## config.mk

```make
export PLATFORM = sky130hd
export DESIGN_NAME = ind_reg_port
export DESIGN_NICKNAME = d
export VERILOG_FILES = /design/src/rtl/ind_reg_port.sv
export SDC_FILE = /design/constraint.sdc
export NUM_CORES = 1
export LEC_CHECK = 0
export ABC_AREA = 0
export BUFFER_PORTS_ARGS = -buffer_cell sky130_fd_sc_hd__buf_4
export CAP_MARGIN = 20
export CORE_MARGIN = 2
export CORE_UTILIZATION = 43
export CTS_CLUSTER_DIAMETER = 40
export CTS_CLUSTER_SIZE = 10
export DETAILED_ROUTE_END_ITERATION = 8
export SLEW_MARGIN = 20
export SYNTH_ARGS = -nofsm -noshare
export SYNTH_HDL_FRONTEND = slang
export SYNTH_SLANG_ARGS = --single-unit
```

## constraint.sdc

```tcl
create_clock -name clk -period 1.59 [get_ports clk]
set_input_delay 0.159 -clock clk [delete_from_list [all_inputs] [get_ports clk]]
set_output_delay 0.159 -clock clk [all_outputs]
set_load 0.005 [all_outputs]
```

## src/rtl/ind_reg_port.sv

```systemverilog
module ind_reg_port #(
  parameter int PTR_W       = 8,
  parameter int MASK_BITS   = 23,
  parameter int SLOT_W      = 4,
  parameter int MASK_NUM    = 8'h08,
  parameter int SLOT_NUM    = 8'h10,
  parameter int SCRATCH_NUM = 8'h18
) (
  input  logic              clk,
  input  logic              rst_n,
  input  logic              strobe,
  input  logic [2:0]        addr,
  input  logic              wr_en,
  input  logic [15:0]       wdata,
  input  logic [SLOT_W-1:0] slot_strap,
  output logic [15:0]       rdata
);
  localparam int IDX_W = PTR_W - 2;
  localparam int HI_W  = MASK_BITS - 16;
  localparam logic [IDX_W-1:0] MASK_IDX    = IDX_W'(MASK_NUM >> 2);
  localparam logic [IDX_W-1:0] SLOT_IDX    = IDX_W'(SLOT_NUM >> 2);
  localparam logic [IDX_W-1:0] SCRATCH_IDX = IDX_W'(SCRATCH_NUM >> 2);

  logic [PTR_W-1:0]     ptr_q;
  logic [MASK_BITS-1:0] mask_q;
  logic [31:0]          scratch_q;
  logic [31:0]          reg_val;

  wire             ptr_sel  = strobe && (addr == 3'd0);
  wire             data_sel = strobe && (addr == 3'd4);
  wire [IDX_W-1:0] idx      = ptr_q[PTR_W-1:2];
  wire             hi       = ptr_q[1];
  wire [15:0]      half_val = hi ? reg_val[31:16] : reg_val[15:0];

  always_comb begin
    reg_val = '0;
    if (idx == MASK_IDX)         reg_val = {{(32-MASK_BITS){1'b0}}, mask_q};
    else if (idx == SLOT_IDX)    reg_val = {{(32-SLOT_W){1'b0}}, slot_strap};
    else if (idx == SCRATCH_IDX) reg_val = scratch_q;
  end

  always_ff @(posedge clk) begin
    if (!rst_n) begin
      ptr_q <= '0;
    end else if (ptr_sel && wr_en) begin
      ptr_q <= wdata[PTR_W-1:0];
    end else if (data_sel) begin
      ptr_q[1] <= ~ptr_q[1];
    end
  end

  always_ff @(posedge clk) begin
    if (!rst_n) begin
      mask_q    <= '0;
      scratch_q <= '0;
    end else if (data_sel && wr_en) begin
      if (idx == MASK_IDX) begin
        if (hi) mask_q[MASK_BITS-1:16] <= wdata[HI_W-1:0];
        else    mask_q[15:0]           <= wdata;
      end
      if (idx == SCRATCH_IDX) begin
        if (hi) scratch_q[31:16] <= wdata;
        else    scratch_q[15:0]  <= wdata;
      end
    end
  end

  always_ff @(posedge clk) begin
    if (!rst_n) begin
      rdata <= '0;
    end else if (ptr_sel && !wr_en) begin
      rdata <= {{(16-PTR_W){1'b0}}, ptr_q};
    end else if (data_sel && !wr_en) begin
      rdata <= half_val;
    end
  end
endmodule


```

Word-level counts from Yosys, hierarchy flattened

Cells that the tools add are included.

Reductions and logical operators: 15
Mux-type cells: 8
Equality and inequality tests: 4
Bitwise gates (word level): 2

Operators by type and width:

| kind                                          | count |
|---|---|
| 2-to-1 mux 32 bit                             | 3 |
| 2-to-1 mux 16 bit                             | 1 |
| 2-to-1 mux 8 bit                              | 2 |
| == test 6 x 3 -> 1 bit, second input constant | 2 |
| AND reduction 3 bit                           | 4 |
| == test 6 x 2 -> 1 bit, second input constant | 1 |
| logical AND 1 bit                             | 6 |
| nonzero test 2 bit                            | 2 |
| == test 3 bit, second input constant          | 1 |
| logical NOT 3 bit                             | 1 |
| 2-to-1 mux 1 bit                              | 2 |
| inverter 1 bit                                | 2 |
| OR reduction 2 bit                            | 1 |
| logical NOT 1 bit                             | 1 |

Logic and storage cells: 37
Output and inout bits: 16
Register bits after elaboration: 79

Logic depth before layout (Yosys ltp)

Gate-level depths: netlist of run 1.

Depth after elaboration: 7
Gate-level depth with buffers: 7
Mapped depth without buffers: 4

Worst setup path after synthesis of run 1

Ideal clock, no wire load.

Kind: register to register
Start: register ptr_q[5]
End: register rdata[10]
Slack: -0.054 ns
Arrival time: 1.559 ns
Path buffers: 2
Cell stages (with the launch flop): 7
Cell sequence: dfxtp_1 -> nor4_4 -> buf_6 -> nand4_4 -> or3_1 -> buf_2 -> o221ai_1

Word-level cells in the longest chain between the ends: 5
Elaborated cells on any way between the ends: 7

Ends and longest elaborated chain:

| what                   | RTL line | source |
|---|---|---|
| from (decl)            | 24       | `logic [PTR_W-1:0] ptr_q;` |
| from (signal assigned) | 46       | `ptr_q <= wdata[PTR_W-1:0];` |
| == test 6 x 3 -> 1 bit | 39       | `else if (idx == SCRATCH_IDX) reg_val = scratch_q;` |
| 2-to-1 mux 32 bit      | 39       |  |
| 2-to-1 mux 32 bit      | 38       | `else if (idx == SLOT_IDX) reg_val = {{(32-SLOT_W){1'b0}}, slot_strap};` |
| 2-to-1 mux 32 bit *    | 37       | `if (idx == MASK_IDX) reg_val = {{(32-MASK_BITS){1'b0}}, mask_q};` |
| 2-to-1 mux 16 bit *    | 33       | `wire [15:0] half_val = hi ? reg_val[31:16] : reg_val[15:0];` |
| to (signal assigned)   | 72       | `rdata <= {{(16-PTR_W){1'b0}}, ptr_q};` |
| to (signal assigned)   | 74       | `rdata <= half_val;` |
| to (decl)              | 16       | `output logic [15:0] rdata` |

Mark *: on every way between the ends. The rest lies on a longest branch, timed or not.
A chain may end at the register's enable or synchronous reset.

Worst setup path after layout of run 1

Start: register ptr_q[5]
End: register mask_q[3]

Word-level cells in the longest chain between the ends: 2

Ends and longest elaborated chain:

| what                            | RTL line | source |
|---|---|---|
| == test 6 x 2 -> 1 bit          | 57       | `if (idx == MASK_IDX) begin` |
| AND reduction 3 bit (no line)   | n/a      |  |
| to (signal, indexed assignment) | 58       | `if (hi) mask_q[MASK_BITS-1:16] <= wdata[HI_W-1:0];` |
| to (signal assigned)            | 59       | `else mask_q[15:0] <= wdata;` |
| to (decl)                       | 25       | `logic [MASK_BITS-1:0] mask_q;` |

Every way passes these cells.

==> run summary, run 1 <==
The power per cell area came out at 814.7 nW/um^2. By instance count, the cell type seen most on the critical path is buf_4. The flip-flop and latch count after synthesis came out at 79. The clock drives 79 sinks. Routability-driven placement finished with a final weighted congestion of 0.8273. Synthesis handed over a netlist of 427 instances. The number of buffers inserted by port buffering came out at 42.

The die outline width is 95.24 microns. The synthesized net count is 454. The post-synth design cell area came out at 3580 sq um. The first routing iteration left 186 violations. In this run the static leakage power is 1.632 nW. The routed wire length per instance came out at 18.82 microns. After detailed routing, the number of remaining DRC violations is 0. Once routing completed, OpenROAD measured the worst setup slack at 3.855 ps. The worst hold path belongs to the class in2reg.

The worst pin sits at a relative slew slack of 0.5948. The maximum vdd drop came out at 0.3849 mV. The sequential standard cell area came out at 1583 sq um. STA puts the critical path data arrival time at 1820 ps. The number of clock buffers added by TritonCTS is 9. The number of library cell types mapped by synthesis came out at 33. The final layout net count came out at 513. The time the worst path needs with I/O delays and setup is 1586 ps. The count of endpoints failing hold in the final timing report is 0. The share of Yosys cell area claimed by the top area cell type came out at 0.4418.

The number of inserted diodes is 0. The clock tree buffer depth is 2. The initial antenna violation count was 0.

Setup repair after global routing could not meet its margin everywhere. The signed area change from the synthesized netlist to the final layout came out at 31.46%. In this design, the stage delay of the slowest critical-path cell is 340 ps. The worst setup slack after placement came out at -115.8 ps. Yosys attributes the largest share of cell area to dfxtp_1 (44%), a21oi_1 (8.9%), o21ai_0 (8.8%).

The number of H-tree branching levels came out at 3. Derived from the worst setup path, the maximum achievable clock frequency is 630.5 MHz. The wire length of the first global-routing pass is 17490 microns. The signal on the critical path passes through nor4_4 -> buf_6 -> buf_4 -> nand4_1 -> buf_4 -> o21ai_0 -> a21oi_1. The dominant register cell in the synthesized netlist is dfxtp_1. The fraction of layout instances using a drive strength above 1 is 0.3157.

The post-layout instance area is 4706 sq um. The pin count of the biggest net entering global routing is 36. The cell class contributing the biggest share of worst-path delay is buffers and inverters. The area used by multi-input combinational logic is 1916 sq um.

After global routing the overflow that remains totals 0. Counting flops with an async set or reset pin after synthesis yields a share of 0. The slowest stage of the critical path is the dfxtp_2 cell. The mean area per synthesized cell came out at 8.383 sq um.

After floorplanning, the core was sized to cover 8134 sq um. Leaving out fill and tap cells, the most frequent cell in the layout is dfxtp_1. The run finished with clean final reports. The buffer and inverter count on the worst path is 3. STA classifies the critical path endpoint as a flip-flop.

In this run the core area contains 33 standard-cell rows. The number of enable-type register cells in the synthesized netlist is 0. The part of the cycle the worst path needs came out at 0.9976. The tree is rooted in a clkbuf_8. The via count normalized by instance count came out at 5.884. The number of pins with negative max-slew slack in the final report came to 0.

The initial cell density of the core came out at 0.4401. Across the run, the number of max-cap violations was 0. The y dimension of the die is 95.24 microns. The routed design has 11220 microns of wire. The worst setup skew after layout came out at 11.57 ps. The top cell types in the final layout, fill and taps aside, are dfxtp_1 (78), buf_4 (74), a21oi_1 (56), nand3_1 (52), o21ai_0 (33).

The count of pins on the block boundary is 43. The pre-antenna-repair detailed-routing pass consisted of 5 iterations. Once placement finished, the instance area stood at 4270 sq um. TritonCTS built the clock tree. The filler cell count is 725.

The worst setup path is of the reg2reg kind. Once detailed placement completed, the half-perimeter wirelength came to 7306 microns. The global-route usage over all layers came out at 0.2547. At the worst endpoint, the required time is 1820 ps. The number of global-route vias before repair was 3372. The startpoint type of the worst setup path is a flip-flop.

The clock edge transition at the registers on the reported setup and hold paths is 90 ps. At the pin with the least slew margin, the transition time is 605.5 ps. The floorplan step defined a die boundary enclosing 9071 sq um. The total vias in the final route came out at 3507.

The dominant cell type by area after synthesis is dfxtp_1. The register area share after synthesis is 0.4418. The number of warnings printed during yosys synthesis came out at 0. The largest driver fanout on the critical path is 11. The latest clock arrival within the worst-skew pair is 360 ps. The setup-violating endpoint count in the final report is 0. In this run the remaining antenna-violating nets after routing total 0.
[state kept, by name, summed over array words and instances, names as in the netlist]
signal and count:
rdata 16, ptr_q 8, mask_q 23, scratch_q 32
[Yosys cell counts (all sizes together), types with 8 or more instances]
master / instances
inv: 16
nand3: 53
dfxtp: 79
buf: 15
o221ai: 8
a21oi: 64
clkbuf: 27
o21ai: 63
nor2: 13
nand4: 10
nand2: 16
mux2i: 17
[per-stage QoR]
step	util	hold WS, ps	TNS [ps]	power, mW	instances
global route	0.5785	71.51	-2544	3.949	596
floorplan	-	306.1	-365.7	2.156	427
global placement	0.5250	443.9	-470.1	2.316	577
CTS	0.5556	71.13	-72.25	3.823	595
detailed placement	0.5250	448.6	-904.4	2.319	577
finish	0.5785	68.04	0	3.834	596
[where the power goes]
part	total [mW]	leakage (nW)	switching (mW)	internal, mW
Sequential	1.99	0.637	0.00856	1.99
Combinational	0.299	0.896	0.172	0.126
Clock	1.54	0.0981	0.781	0.760
Total	3.83	1.63	0.961	2.87
[path summary, 6_finish.rpt]
kind,from,to,slack (ps),depth (start not counted)
worst max-delay path,ptr_q[5],mask_q[3],4,7
worst min-delay path,wdata[15],mask_q[15],70,3
worst max register to register,ptr_q[5],mask_q[3],4,7
worst min register to register,scratch_q[25],scratch_q[25],480,2
[cell families (layout without fill, tap and decap cells)]
kind of cell / after synthesis / after routing / synth area share
flip-flops: 79 / 79 / 0.4418
buffers and inverters: 58 / 122 / 0.06781
multiplexers: 25 / 25 / 0.08214
AND/OR/NAND/NOR: 110 / 110 / 0.1699
AO/OA/AOI/OAI: 155 / 155 / 0.2384
[per-layer routing]
layer	vias up	track usage	wire length, microns
met5	-	0	0
li1	1673	-	-
met2	132	0.4167	5343
met3	22	0.04664	769
met1	1680	0.3335	4843
met4	0	0.09783	259
[final cells by class]
type | instances | area share
Inverter | 16 | 0.01356
Sequential cell | 79 | 0.3363
Tap cell | 105 | 0.02792
Multi-Input combinational cell | 290 | 0.4071
Clock inverter | 6 | 0.01276
Clock buffer | 10 | 0.02925
Timing Repair Buffer | 90 | 0.1731
[repair_timing]
action,in CTS,in global routing
buffers inserted,2,0
hold buffers,0,0
cloned,0,1
setup endpoints to repair,27,69
pin swaps,4,25
gates resized for setup,11,65
[worst register-to-register path: cells and delay by family, from the launching register on]
family / cells / cell delay (ps)
compound gates: 2 / 240
buf+inv: 3 / 500
simple gates: 2 / 390
flops: 1 / 340
No activity file was read; power rests on OpenSTA's default activity.
==> run 2: changes to the inputs <==
==> constraint.sdc (replaced) <==
create_clock -name clk -period 1.4 [get_ports clk]
set_input_delay 0.14 -clock clk [delete_from_list [all_inputs] [get_ports clk]]
set_output_delay 0.14 -clock clk [all_outputs]
set_load 0.005 [all_outputs]
==> run 2 against run 1 <==
Against the previous run: the flow now finishes with violations (setup timing); via count rose by 3.1%; sequential share of layout area decreased by 2.8 points; wire length up 3.5%; final cell count grew 2.0%; critical endpoint is now mask_q[19]; largest cell class unchanged; largest power group unchanged; highest routed layer unchanged.
==> run summary, run 2 (synthesis results as in run 1) <==
The number of buffers inserted by port buffering came out at 42 (unchanged). The largest registers in the layout are scratch_q x32, mask_q x23, rdata x16. In this run the worst hold path is classified as in2reg.

The cell area reported after detailed placement was 4308 sq um (+0.88%). The cell leakage power is 1.731 nW (+6.1%). The latest clock arrival within the worst-skew pair came to 350 ps (about the same). The buffer and inverter count on the worst path came out at 4 (+1).

The number of flip-flops under the largest register name is 32 (unchanged). The count of endpoints failing hold in the final timing report came out at 0 (unchanged). The time the worst path needs with I/O delays and setup is 1591 ps (+4.771 ps). The floorplan core area came out at 8134 sq um (unchanged). The part of the cycle the worst path needs is 1.136 (+0.1388). The standard-cell row count was 33 (unchanged). The remaining global-route overflow came out at 0 (unchanged). The arrival time of the worst setup path is 1810 ps (about the same). The y dimension of the die is 95.24 microns (unchanged). The wire length of the first global-routing pass came out at 18310 microns (+4.7%). The worst-case hold slack is 62.45 ps (-5.592 ps). The total wire length after detailed routing is 11610 microns (+3.5%). The largest driver fanout on the critical path was 7 (-4). The worst setup slack after layout came out at -190.9 ps (-194.8 ps). The tightest slew margin relative to the limit came out at 0.5948 (about the same). The largest individual stage delay along the critical path comes from the cell dfxtp_2. The actual slew at the worst max-slew pin came out at 605.5 ps (+0.01138 ps). The required time of the critical path is 1620 ps (-200 ps). Compared with the post-synthesis result, the final layout area differs by 43.62%. The top cell types in the final layout, fill and taps aside, are buf_4 (76), dfxtp_1 (76), a21oi_1 (51), o21ai_2 (31), nand3_2 (29). The number of H-tree branching levels came out at 3 (unchanged). The depth of the most critical reg-to-reg path came out at 8 (+1). The count of pins on the block boundary came out at 43 (unchanged). The number of routed nets with antenna violations came out at 0 (unchanged).

The maximum frequency from static timing analysis is 628.6 MHz (-0.30%). The checks that failed: setup timing. Setup repair after global routing could not meet its margin everywhere. The number of violations of the max-capacitance limit is 0 (unchanged). The critical path is of the reg2reg type. The cell class contributing the biggest share of worst-path delay is buffers and inverters. The critical path goes through nor4_4 -> buf_4 -> buf_6 -> nand4_1 -> buf_6 -> buf_8 -> o21ai_2 -> a21oi_1. The maximum vdd drop came out at 0.5666 mV (+47%). The most prevalent standard cell on the critical path is buf_6. The number of inserted diodes is 0 (unchanged).

The number of DRC violations after detailed routing is 0 (unchanged). The die outline width is 95.24 microns (unchanged). The total iterations of the first detailed-routing run is 5 (unchanged). The via count normalized by instance count is 5.947 (+1.1%). The clock edge transition at the registers on the reported setup and hold paths is 90 ps (about the same). The filler cell count is 669 (-7.7%). The setup-violating endpoint count in the final report is 71 (+71). The post-layout instance area came out at 5141 sq um (+9.3%).

The clock tree buffer depth is 2 (unchanged). Ranked by flip-flop count, first place goes to scratch_q. The fraction of layout instances using a drive strength above 1 is 0.4632 (+0.1475). The final RePlAce weighted congestion was 0.8462 (+2.3%).

The buffer type at the clock tree root is clkbuf_8. The run finished, with violations left. The cell depth of the worst min-delay path is 3 (unchanged). The clock buffer count from CTS came out at 9 (unchanged).

STA classifies the critical path startpoint as a flip-flop. The detailed-placement wirelength estimate came out at 7352 microns (+0.63%). TritonCTS built the clock tree. The routed wire length per instance is 19.09 microns (+1.5%). The overall power is 4.357 mW (+14%). The highest cell delay on the worst timing path came out at 340 ps (about the same). The DRC marker count from the first detailed-route iteration came out at 146 (-22%). The pin count of the biggest net entering global routing is 44 (+22%). The initial cell density of the core came out at 0.4401 (unchanged). The final layout net count is 525 (+2.3%).

The power per cell area is 847.5 nW/um^2 (+4.0%). The number of global-route vias before repair is 3539 (+5.0%). The number of pins with negative max-slew slack in the final report is 0 (unchanged). The total vias in the final route was 3616 (+3.1%). The worst setup skew after layout is 11.37 ps (-0.2048 ps). The worst setup path is captured at a flip-flop. The initial antenna violation count is 0 (unchanged). The global-route usage over all layers came to 0.2660 (+0.01131). The logic depth of the worst path, buffers included came out at 8 (+1). The number of clock sinks is 79 (unchanged). The die area is 9071 sq um (unchanged).
run 2: cell type report:
class,instances,area [sq um],share of cell area
multi-input cells,290,2218,0.4315
flip-flops and latches,79,1585,0.3083
repair buffers,102,945.9,0.1840
well taps,105,131.4,0.02555
clock buffers,9,123.9,0.02409
clock inverters,7,72.57,0.01412
inverters,16,63.81,0.01241
run 2: worst min-delay path: stages:
cell and delay, ps:
buf_4 120, nand3_2 70, a21oi_2 40
run 2: path summary, 6_finish.rpt:
check | startpoint | end | slack, ps
hold reg to reg | mask_q[2] | mask_q[2] | 460
setup reg to reg | ptr_q[5] | mask_q[19] | -190
setup / recovery | ptr_q[5] | mask_q[19] | -190
hold / removal | wdata[10] | scratch_q[26] | 60
run 2: repair_timing:
item,CTS,global route
setup buffers,3,1
hold buffers,0,0
pin swaps,80,15
gates resized for setup,113,49
cloned,3,0
setup endpoints to repair,71,72
run 2: per-layer routing:
layer | global-route usage | share of wire
met2 | 0.4601 | 0.50
met1 | 0.3414 | 0.44
met5 | 0 | 0
met4 | 0.08696 | 0.017
met3 | 0.03636 | 0.048
run 2: power by group:
part / internal, mW / switching [mW] / total [mW]
combinational: 0.155 / 0.225 / 0.381
clock: 0.827 / 0.884 / 1.71
sequential: 2.26 / 0.00955 / 2.27
total: 3.24 / 1.12 / 4.36
run 2: through the flow:
stage	setup TNS, ps	worst slack, ps	cells	utilization
after floorplan	-3880	-235.3	427	-
after global placement	-10610	-256.4	585	0.5296
after detailed placement	-11860	-285.9	585	0.5296
after CTS	-9254	-174.4	607	0.6065
after global routing	-14370	-273.2	608	0.6321
final	-9588	-190.9	608	0.6321
